## src/rtl/regbank_pkg.sv

```systemverilog
package regbank_pkg;
  // Address width is fixed: every client sees a 256-location address space.
  localparam int unsigned RB_ADDR_W = 8;

  typedef logic [RB_ADDR_W-1:0] rb_addr_t;

  // True when the address selects an entry that physically exists.
  function automatic logic rb_in_range(input rb_addr_t a, input int unsigned depth);
    return (32'(a) < depth);
  endfunction
endpackage

```

## src/rtl/rb_wr_priority.sv

```systemverilog
module rb_wr_priority
  import regbank_pkg::*;
#(
  parameter int unsigned DEPTH = 16,
  parameter int unsigned N_WR  = 3
) (
  input  logic                 clk,
  input  logic                 rst,
  input  logic [N_WR-1:0]      wr_en,
  input  rb_addr_t [N_WR-1:0]  wr_addr,
  output logic [N_WR-1:0]      win,
  output logic [N_WR-1:0]      collide
);
  logic [N_WR-1:0] live;

  for (genvar j = 0; j < N_WR; j++) begin : g_live
    assign live[j] = wr_en[j] && rb_in_range(wr_addr[j], DEPTH);
  end

  for (genvar j = 0; j < N_WR; j++) begin : g_port
    logic [N_WR-1:0] stronger_hit;
    always_comb begin
      stronger_hit = '0;
      for (int k = 0; k < j; k++) begin
        stronger_hit[k] = live[k] && (wr_addr[k] == wr_addr[j]);
      end
    end
    assign win[j]     = live[j] && (stronger_hit == '0);
    assign collide[j] = live[j] && (stronger_hit != '0);

    // an idle port is never flagged and never wins
    p_idle_quiet_r9: assert property (@(posedge clk) disable iff (rst)
      !wr_en[j] |-> (!win[j] && !collide[j]));

    // out-of-range requests neither win nor collide
    p_oob_quiet_r7: assert property (@(posedge clk) disable iff (rst)
      (wr_en[j] && (32'(wr_addr[j]) >= DEPTH)) |-> (!win[j] && !collide[j]));

    // two winners can never share an address
    for (genvar k = j + 1; k < N_WR; k++) begin : g_pair
      p_single_winner_r5: assert property (@(posedge clk) disable iff (rst)
        !(win[j] && win[k] && (wr_addr[j] == wr_addr[k])));
    end
  end

  // port 0 can never be overridden
  p_top_never_collides_r6: assert property (@(posedge clk) disable iff (rst)
    !collide[0]);
endmodule

```

## src/rtl/rb_store.sv

```systemverilog
module rb_store
  import regbank_pkg::*;
#(
  parameter int unsigned DEPTH  = 16,
  parameter int unsigned N_WR   = 3,
  parameter int unsigned DATA_W = 8
) (
  input  logic                           clk,
  input  logic                           rst,
  input  logic [N_WR-1:0]                win,
  input  rb_addr_t [N_WR-1:0]            wr_addr,
  input  logic [N_WR-1:0][DATA_W-1:0]    wr_data,
  output logic [DEPTH-1:0][DATA_W-1:0]   q
);
  for (genvar e = 0; e < DEPTH; e++) begin : g_entry
    logic              load;
    logic [DATA_W-1:0] next_val;

    // At most one winner per address exists, so the scan order only fixes the mux.
    always_comb begin
      load     = 1'b0;
      next_val = q[e];
      for (int j = N_WR - 1; j >= 0; j--) begin
        if (win[j] && (wr_addr[j] == RB_ADDR_W'(e))) begin
          load     = 1'b1;
          next_val = wr_data[j];
        end
      end
    end

    always_ff @(posedge clk) begin
      if (rst)       q[e] <= '0;
      else if (load) q[e] <= next_val;
    end

    // reset leaves the entry cleared
    p_reset_clears_r1: assert property (@(posedge clk)
      rst |=> (q[e] == '0));

    // without a winning write the entry keeps its value
    p_hold_no_retry_r8: assert property (@(posedge clk) disable iff (rst)
      (win == '0) |=> $stable(q[e]));
  end

  // the strongest port's data lands on the next edge at its address
  for (genvar e = 0; e < DEPTH; e++) begin : g_land
    p_port0_lands_r3: assert property (@(posedge clk) disable iff (rst)
      (win[0] && (wr_addr[0] == RB_ADDR_W'(e))) |=> (q[e] == $past(wr_data[0])));
  end
endmodule

```

## src/rtl/rb_read_mux.sv

```systemverilog
module rb_read_mux
  import regbank_pkg::*;
#(
  parameter int unsigned DEPTH  = 16,
  parameter int unsigned DATA_W = 8
) (
  input  logic                          clk,
  input  logic                          rst,
  input  logic [DEPTH-1:0][DATA_W-1:0]  q,
  input  rb_addr_t                      rd_addr,
  output logic [DATA_W-1:0]             rd_data
);
  always_comb begin
    rd_data = '0;
    for (int e = 0; e < DEPTH; e++) begin
      if (rd_addr == RB_ADDR_W'(e)) rd_data = q[e];
    end
  end

  // a read past the last entry returns zero
  p_oob_read_zero_r7: assert property (@(posedge clk) disable iff (rst)
    !rb_in_range(rd_addr, DEPTH) |-> (rd_data == '0));
endmodule

```

## src/rtl/multiport_regbank.sv

```systemverilog
module multiport_regbank
  import regbank_pkg::*;
#(
  parameter int unsigned DEPTH  = 16,
  parameter int unsigned N_RD   = 3,
  parameter int unsigned N_WR   = 3,
  parameter int unsigned DATA_W = 8
) (
  input  logic                            clk,
  input  logic                            rst,
  input  logic [N_WR-1:0]                 wr_en,
  input  logic [N_WR-1:0][RB_ADDR_W-1:0]  wr_addr,
  input  logic [N_WR-1:0][DATA_W-1:0]     wr_data,
  output logic [N_WR-1:0]                 wr_collide,
  input  logic [N_RD-1:0][RB_ADDR_W-1:0]  rd_addr,
  output logic [N_RD-1:0][DATA_W-1:0]     rd_data
);
  logic [N_WR-1:0]                 win;
  logic [DEPTH-1:0][DATA_W-1:0]    q;

  rb_wr_priority #(.DEPTH(DEPTH), .N_WR(N_WR)) u_prio (
    .clk     (clk),
    .rst     (rst),
    .wr_en   (wr_en),
    .wr_addr (wr_addr),
    .win     (win),
    .collide (wr_collide)
  );

  rb_store #(.DEPTH(DEPTH), .N_WR(N_WR), .DATA_W(DATA_W)) u_store (
    .clk     (clk),
    .rst     (rst),
    .win     (win),
    .wr_addr (wr_addr),
    .wr_data (wr_data),
    .q       (q)
  );

  for (genvar r = 0; r < N_RD; r++) begin : g_rd
    rb_read_mux #(.DEPTH(DEPTH), .DATA_W(DATA_W)) u_mux (
      .clk     (clk),
      .rst     (rst),
      .q       (q),
      .rd_addr (rd_addr[r]),
      .rd_data (rd_data[r])
    );
  end

  // a flagged port always has a stronger enabled port on its address
  for (genvar j = 1; j < N_WR; j++) begin : g_coll_chk
    p_flag_needs_rival_r6: assert property (@(posedge clk) disable iff (rst)
      wr_collide[j] |-> (wr_en[j] && ((win & ~(N_WR'(1) << j)) != '0)));
  end
endmodule

```

## config.mk

```make
export PLATFORM = sky130hd
export DESIGN_NAME = multiport_regbank
export DESIGN_NICKNAME = d
export VERILOG_FILES = /design/src/rtl/regbank_pkg.sv /design/src/rtl/rb_wr_priority.sv /design/src/rtl/rb_store.sv /design/src/rtl/rb_read_mux.sv /design/src/rtl/multiport_regbank.sv
export SDC_FILE = /design/constraint.sdc
export NUM_CORES = 1
export LEC_CHECK = 0
export BUFFER_PORTS_ARGS = -buffer_cell sky130_fd_sc_hd__buf_2
export CAP_MARGIN = 10
export CORE_MARGIN = 10
export CORE_UTILIZATION = 45
export DETAILED_ROUTE_END_ITERATION = 6
export SETUP_SLACK_MARGIN = 0.3
export SLEW_MARGIN = 0
export SYNTH_ARGS = -nofsm -noshare
export SYNTH_HDL_FRONTEND = slang
export SYNTH_SLANG_ARGS = --single-unit
```

## constraint.sdc

```tcl
create_clock -name clk -period 3.55 [get_ports clk]
set_clock_uncertainty 0.2 [all_clocks]
set_input_delay 0.1775 -clock clk [delete_from_list [all_inputs] [get_ports clk]]
set_output_delay 0.1775 -clock clk [all_outputs]
set_load 0.02 [all_outputs]
```

==> results of run 1 <==
synthesized netlist by cell type (19+ instances only):
cell       instances  area share
nand3_1           95       0.038
a31oi_1           67       0.034
nand4_1           19      0.0096
mux2i_1           63       0.051
nor4_1            23       0.012
o211ai_1          19       0.012
inv_1             22      0.0067
mux2_2            60       0.055
o21ai_0           84       0.034
clkbuf_1         116       0.035
o2bb2ai_1         26       0.018
nor2_1           185       0.056
buf_1             24      0.0073
nor3_1            26       0.011
o22ai_1           26       0.013
nand2_1           82       0.025
a21oi_1          105       0.043
a22o_1            57       0.040
nor2b_1           24       0.012
dfxtp_1          128        0.21
mux4_2            34       0.062
report_power, final:
part	internal, uW	switching (uW)	total, uW
sequential	1440	11.7	1450
clock	1180	722	1910
combinational	218	498	716
layer usage:
| metal | track usage | vias to the layer above |
|---|---|---|
| met5 | 0 | - |
| met4 | 0.204 | 0 |
| met1 | 0.448 | 6951 |
| met3 | 0.0714 | 215 |
| met2 | 0.518 | 1016 |
| li1 | - | 6307 |
placed cells by master, fill, tap and decap left out, drive strengths merged, types with 14 or more instances in the layout:
cell type	n
nor3	33
nand3	95
o211ai	19
o221ai	14
mux2	60
nor4	23
inv	25
nand2	82
o2bb2ai	26
nor2	186
nor2b	24
dfxtp	128
mux4	34
mux2i	63
clkbuf	17
a22o	57
a21oi	105
buf	167
a31oi	69
o311ai	15
nand4	20
xnor2	16
o22ai	26
and3	17
o21ai	87
worst register-to-register path, delay by kind of cell, from the launching register on:
kind / cells / cell delay (ns)
DFF: 1 / 0.44
and+or+nand+nor: 1 / 0.46
AOI/OAI and AO/OA: 1 / 0.13
layout make-up:
class | instances | area, um^2
Clock buffer | 17 | 425
Timing Repair Buffer | 167 | 1040
Multi-Input combinational cell | 1292 | 9060
Inverter | 25 | 93.8
Tap cell | 341 | 427
Sequential cell | 128 | 2560
Fill cell | 2643 | 13100
Clock inverter | 15 | 209
worst paths after layout:
| path | from | end | cells after the start |
|---|---|---|---|
| hold reg to reg | u_store.q[35]$_SDFFE_PP0P_ | u_store.q[35]$_SDFFE_PP0P_ | 1 |
| setup reg to reg | u_store.q[10]$_SDFFE_PP0P_ | u_store.q[10]$_SDFFE_PP0P_ | 2 |
| hold / removal | wr_data[17] | u_store.q[17]$_SDFFE_PP0P_ | 3 |
| setup / recovery | u_store.q[27]$_SDFFE_PP0P_ | rd_data[19] | 8 |
per-stage QoR:
stage	area, um^2	util	worst slack [ns]
floorplan	12400	-	0.700
global placement	13200	0.489	0.377
detailed placement	13200	0.489	0.278
CTS	13800	0.513	0.562
global route	13800	0.513	0.486
finish	13800	0.513	0.520
logic make-up (layout without fill, tap and decap cells):
logic type | count (synthesis) | count (layout) | synth area share
xor+xnor | 23 | 23 | 0.0163
flops | 128 | 128 | 0.207
buf+inv | 187 | 224 | 0.0612
other cells | 1 | 1 | 0.000304
mux | 157 | 157 | 0.168
simple gates | 553 | 553 | 0.223
compound gates | 558 | 558 | 0.324
==> impl_metrics.toml, run 1 <==
[clocking]
clock_sinks = 128
postCtsHoldBufs = 0
cts_buffers = 17
cts_setup_buffers = 0
root_buffer = "clkbuf_16"
cts_tree = "yes"
ctsResizeCount = 0
clkLatencyLatePin_ns = 0.42
clk_pin_slew_worst_paths_ns = 0.06
cts_max_path_buffers = 2
cts_max_level = 4

[drt]
wl_um = 60800
routedWlPerCell_um = 30.6
top_layer_used = "met4"
drc_errors = 0
dr.pass1.iters = 7
met1_length_um = 24500
ant_nets = 0
viasPerCell = 7.30
wl_met2_um = 25800
num_vias = 14489
dr.first_iter.drc_count = 2024
wl_met3_um = 6560

[cells_and_area]
regMostFlops = "u_store.q"
area_growth_pct = 11.9
largest_reg_flops = 128
nets = 1708
layout-drive-gt1-share = 0.207
top_regs = "u_store.q (128)"
layoutNonFillerInstCount = 1985
diodes = 0

[global_route]
grt_max_degree = 62
grt_usage = 0.345
antenna_found_initial = 0
grt_overflow = 0
grt_pass1_wl_um = 89000
grt_pass1_vias = 13480

[sta]
finalCritPeriodShare = 0.854
hold-worst-slack_ns = 0.0692
rsz0062_at_grt = "false"
setup_viol = 0
period_needed_ns = 3.03
slew_viol_final = 0
fmax_ghz = 0.330
hold_violations = 0
max_slew_margin = 0.309
tightest_slew_ns = 1.04
finalSetupTns_ns = 0

[setup_path]
cp.arrival_ns = 2.65
crit_chain = "buf_4 -> mux4_2 -> nor2_1 -> a211o_1 -> o31ai_1 -> a211oi_1 -> o22ai_1 -> buf_2"
cp_top_family = "compound AO/OA/AOI/OAI gates"
critPathMaxFanout = 4
r2r_slack_ns = 2.24
max_stage_delay_ns = 0.50
critPathLaunchType = "flip-flop"
slowest_stage = "a211oi_1"
path_buf_inv = 2
crit_required_ns = 3.17
crit_type = "flip-flop to output pin"
end_kind = "output pin"

[power_and_ir_drop]
vdd_ir_drop_max_mv = 0.366
p_per_area_nw_per_um2 = 295
p_total_uw = 4080
p_leak_uw = 0.00503

[floorplanning]
io_pins = 104
core_um2 = 27000
die_y_um = 186
die_x_um = 186
core.rowCount = 60
dieArea_um2 = 34500
initial_utilization = 0.458

[synth]
yosysSeqAreaShare = 0.207
syn_nets = 1684
async_flop_share = 0
ys.flop_type = "dfxtp_1"
syn_area_um2 = 12400
syn_inst = 1607
synth_warnings = 0
ys_types = 91
avgSynthCellArea_um2 = 7.69
synth.ff_latch_count = 128
synth_edf_count = 0

[worst_hold_path]
hp-class = "input pin to flip-flop"

[run]
maxCapViolCount = 0

[placement]
place_inst = 1953
port_buffers = 102
dp_hpwl_um = 45200
place.gp.congestion = 1.06

[status]
status = "completed"
Note: power is estimated with default switching activity, not from simulation.
==> inputs of run 2 (changes only) <==
- CORE_UTILIZATION: 45 -> 31
==> run 2 against run 1 <==
  * The flow now finishes with violations (design-rule violations)
  * Via count down 0.19%
  * Sequential share of layout area decreased by 0.21 points
  * Sequential power about the same
  * Die area is 40% higher
  * Critical endpoint is now wr_collide[1]
  * Highest routed layer unchanged
==> impl_metrics.toml, run 2 (synthesis results as in run 1) <==
[status]
status = "finished with violations"
violations = "design-rule violations"

[cells_and_area]
multi_input_area_um2 = 9060
fillerInstances = 4208
layout-drive-gt1-share = 0.203
top_regs = "u_store.q (128)"
nets = 1702
layout_common_cells = "nor2_1, dfxtp_1, a21oi_1"
largest_reg_flops = 128
final_common_cell = "nor2_1"
seq_area_um2 = 2560
area_growth_pct = 13.2
regMostFlops = "u_store.q"

[power_and_ir_drop]
p_per_area_nw_per_um2 = 292
combPwrFrac = 0.178
pwr-share-clk = 0.465
p_leak_uw = 0.00498
vdd_ir_drop_max_mv = 0.335
switching_share = 0.299
seq_power_share = 0.357
intPower_uw = 2860
power.switching_uw = 1220

[run]
maxCapViolCount = 0

[clocking]
clock_sinks = 128
clkLatencyLatePin_ns = 0.43
cts_max_path_buffers = 2
clk_pin_slew_worst_paths_ns = 0.06
ctsResizeCount = 0
cts_setup_buffers = 0
cts_tree = "yes"
root_buffer = "clkbuf_16"
cts_max_level = 4
postCtsHoldBufs = 0
cts_buffers = 17

[setup_path]
critPathLaunchType = "input pin"
path_depth = 6
path_buf_inv = 2
crit_chain = "buf_2 -> or4b_4 -> or4_4 -> or3_2 -> nor2_1 -> buf_2"
max_stage_delay_ns = 0.63
critPathMaxFanout = 14
ff2ff_path_depth = 2
crit_required_ns = 3.17
cp.arrival_ns = 2.46
critical_path.most_common_cell = "buf_2"
end_kind = "output pin"
slowest_stage = "or3_2"
cp_top_family = "simple AND/OR/NAND/NOR gates"
crit_type = "input pin to output pin"

[global_route]
grt_max_degree = 45
grt_overflow = 0
grt_pass1_vias = 13497
antenna_found_initial = 1
grt_pass1_wl_um = 94300
grt_usage = 0.263

[sta]
tightest_slew_ns = 0.982
hold-worst-slack_ns = 0.0465
rsz0062_at_grt = "false"
fmax_ghz = 0.352
slew_viol_final = 0
setup_viol = 0
finalSetupTns_ns = 0
period_needed_ns = 2.84
finalCritPeriodShare = 0.800
max_slew_margin = 0.345
hold_violations = 0

[floorplanning]
die_x_um = 220
core.rowCount = 73
core_um2 = 39500
io_pins = 104
die_y_um = 220
dieArea_um2 = 48200
initial_utilization = 0.312

[worst_hold_path]
hp-class = "input pin to flip-flop"
whs_path_depth = 3

[drt]
num_vias = 14462
ant_nets = 0
routedWlPerCell_um = 30.2
dr.first_iter.drc_count = 2100
dr.pass1.iters = 7
viasPerCell = 6.68
wl_um = 65400
drc_errors = 1

[placement]
place.gp.congestion = 0.996
port_buffers = 102
dp_hpwl_um = 48800
==> run 2: worst min-delay path: stages <==
cell and delay [ns]:
buf_2 0.24, nand3_1 0.12, o311ai_1 0.09
==> run 2: path summary, 6_finish.rpt <==
| kind | slack, ns | end | from |
|---|---|---|---|
| hold / removal | 0.05 | u_store.q[119]$_SDFFE_PP0P_ | wr_data[7] |
| setup reg to reg | 2.23 | u_store.q[10]$_SDFFE_PP0P_ | u_store.q[10]$_SDFFE_PP0P_ |
| hold reg to reg | 0.29 | u_store.q[35]$_SDFFE_PP0P_ | u_store.q[35]$_SDFFE_PP0P_ |
| setup / recovery | 0.71 | wr_collide[1] | wr_addr[6] |
==> run 2: stage by stage <==
step	area, um^2	worst slack [ns]	utilization	instances	power [uW]
after floorplan	12400	0.700	-	1607	1910
after global placement	13300	0.322	0.337	2131	2180
after detailed placement	13300	0.313	0.337	2131	2180
after CTS	14000	0.683	0.353	2163	4050
after global routing	14000	0.526	0.353	2163	4150
final	14000	0.709	0.353	2165	4080
==> run 2: power groups by stage <==
stage          Sequential, uW  Combinational, uW  Clock, uW
6_report                 1460                725       1900
5_1_grt                  1460                756       1940
3_5_place_dp             1490                699          0
3_3_place_gp             1490                696          0
2_1_floorplan            1480                430          0
4_1_cts                  1450                700       1890
==> run 2: final cells by class <==
type	instances	share of cell area
Clock buffer	20	0.0320
Clock inverter	12	0.0132
Multi-Input combinational cell	1292	0.648
Antenna cell	2	0.000358
Sequential cell	128	0.183
Timing Repair Buffer	161	0.0691
Inverter	25	0.00671
Tap cell	525	0.0470
==> run 2: layer usage <==
metal / track usage / vias to the layer above / wire length, um
li1: - / 6292 / -
met1: 0.347 / 6909 / 26000
met2: 0.386 / 1049 / 27300
met3: 0.0764 / 212 / 8560
met4: 0.123 / 0 / 3540
met5: 0 / - / 0
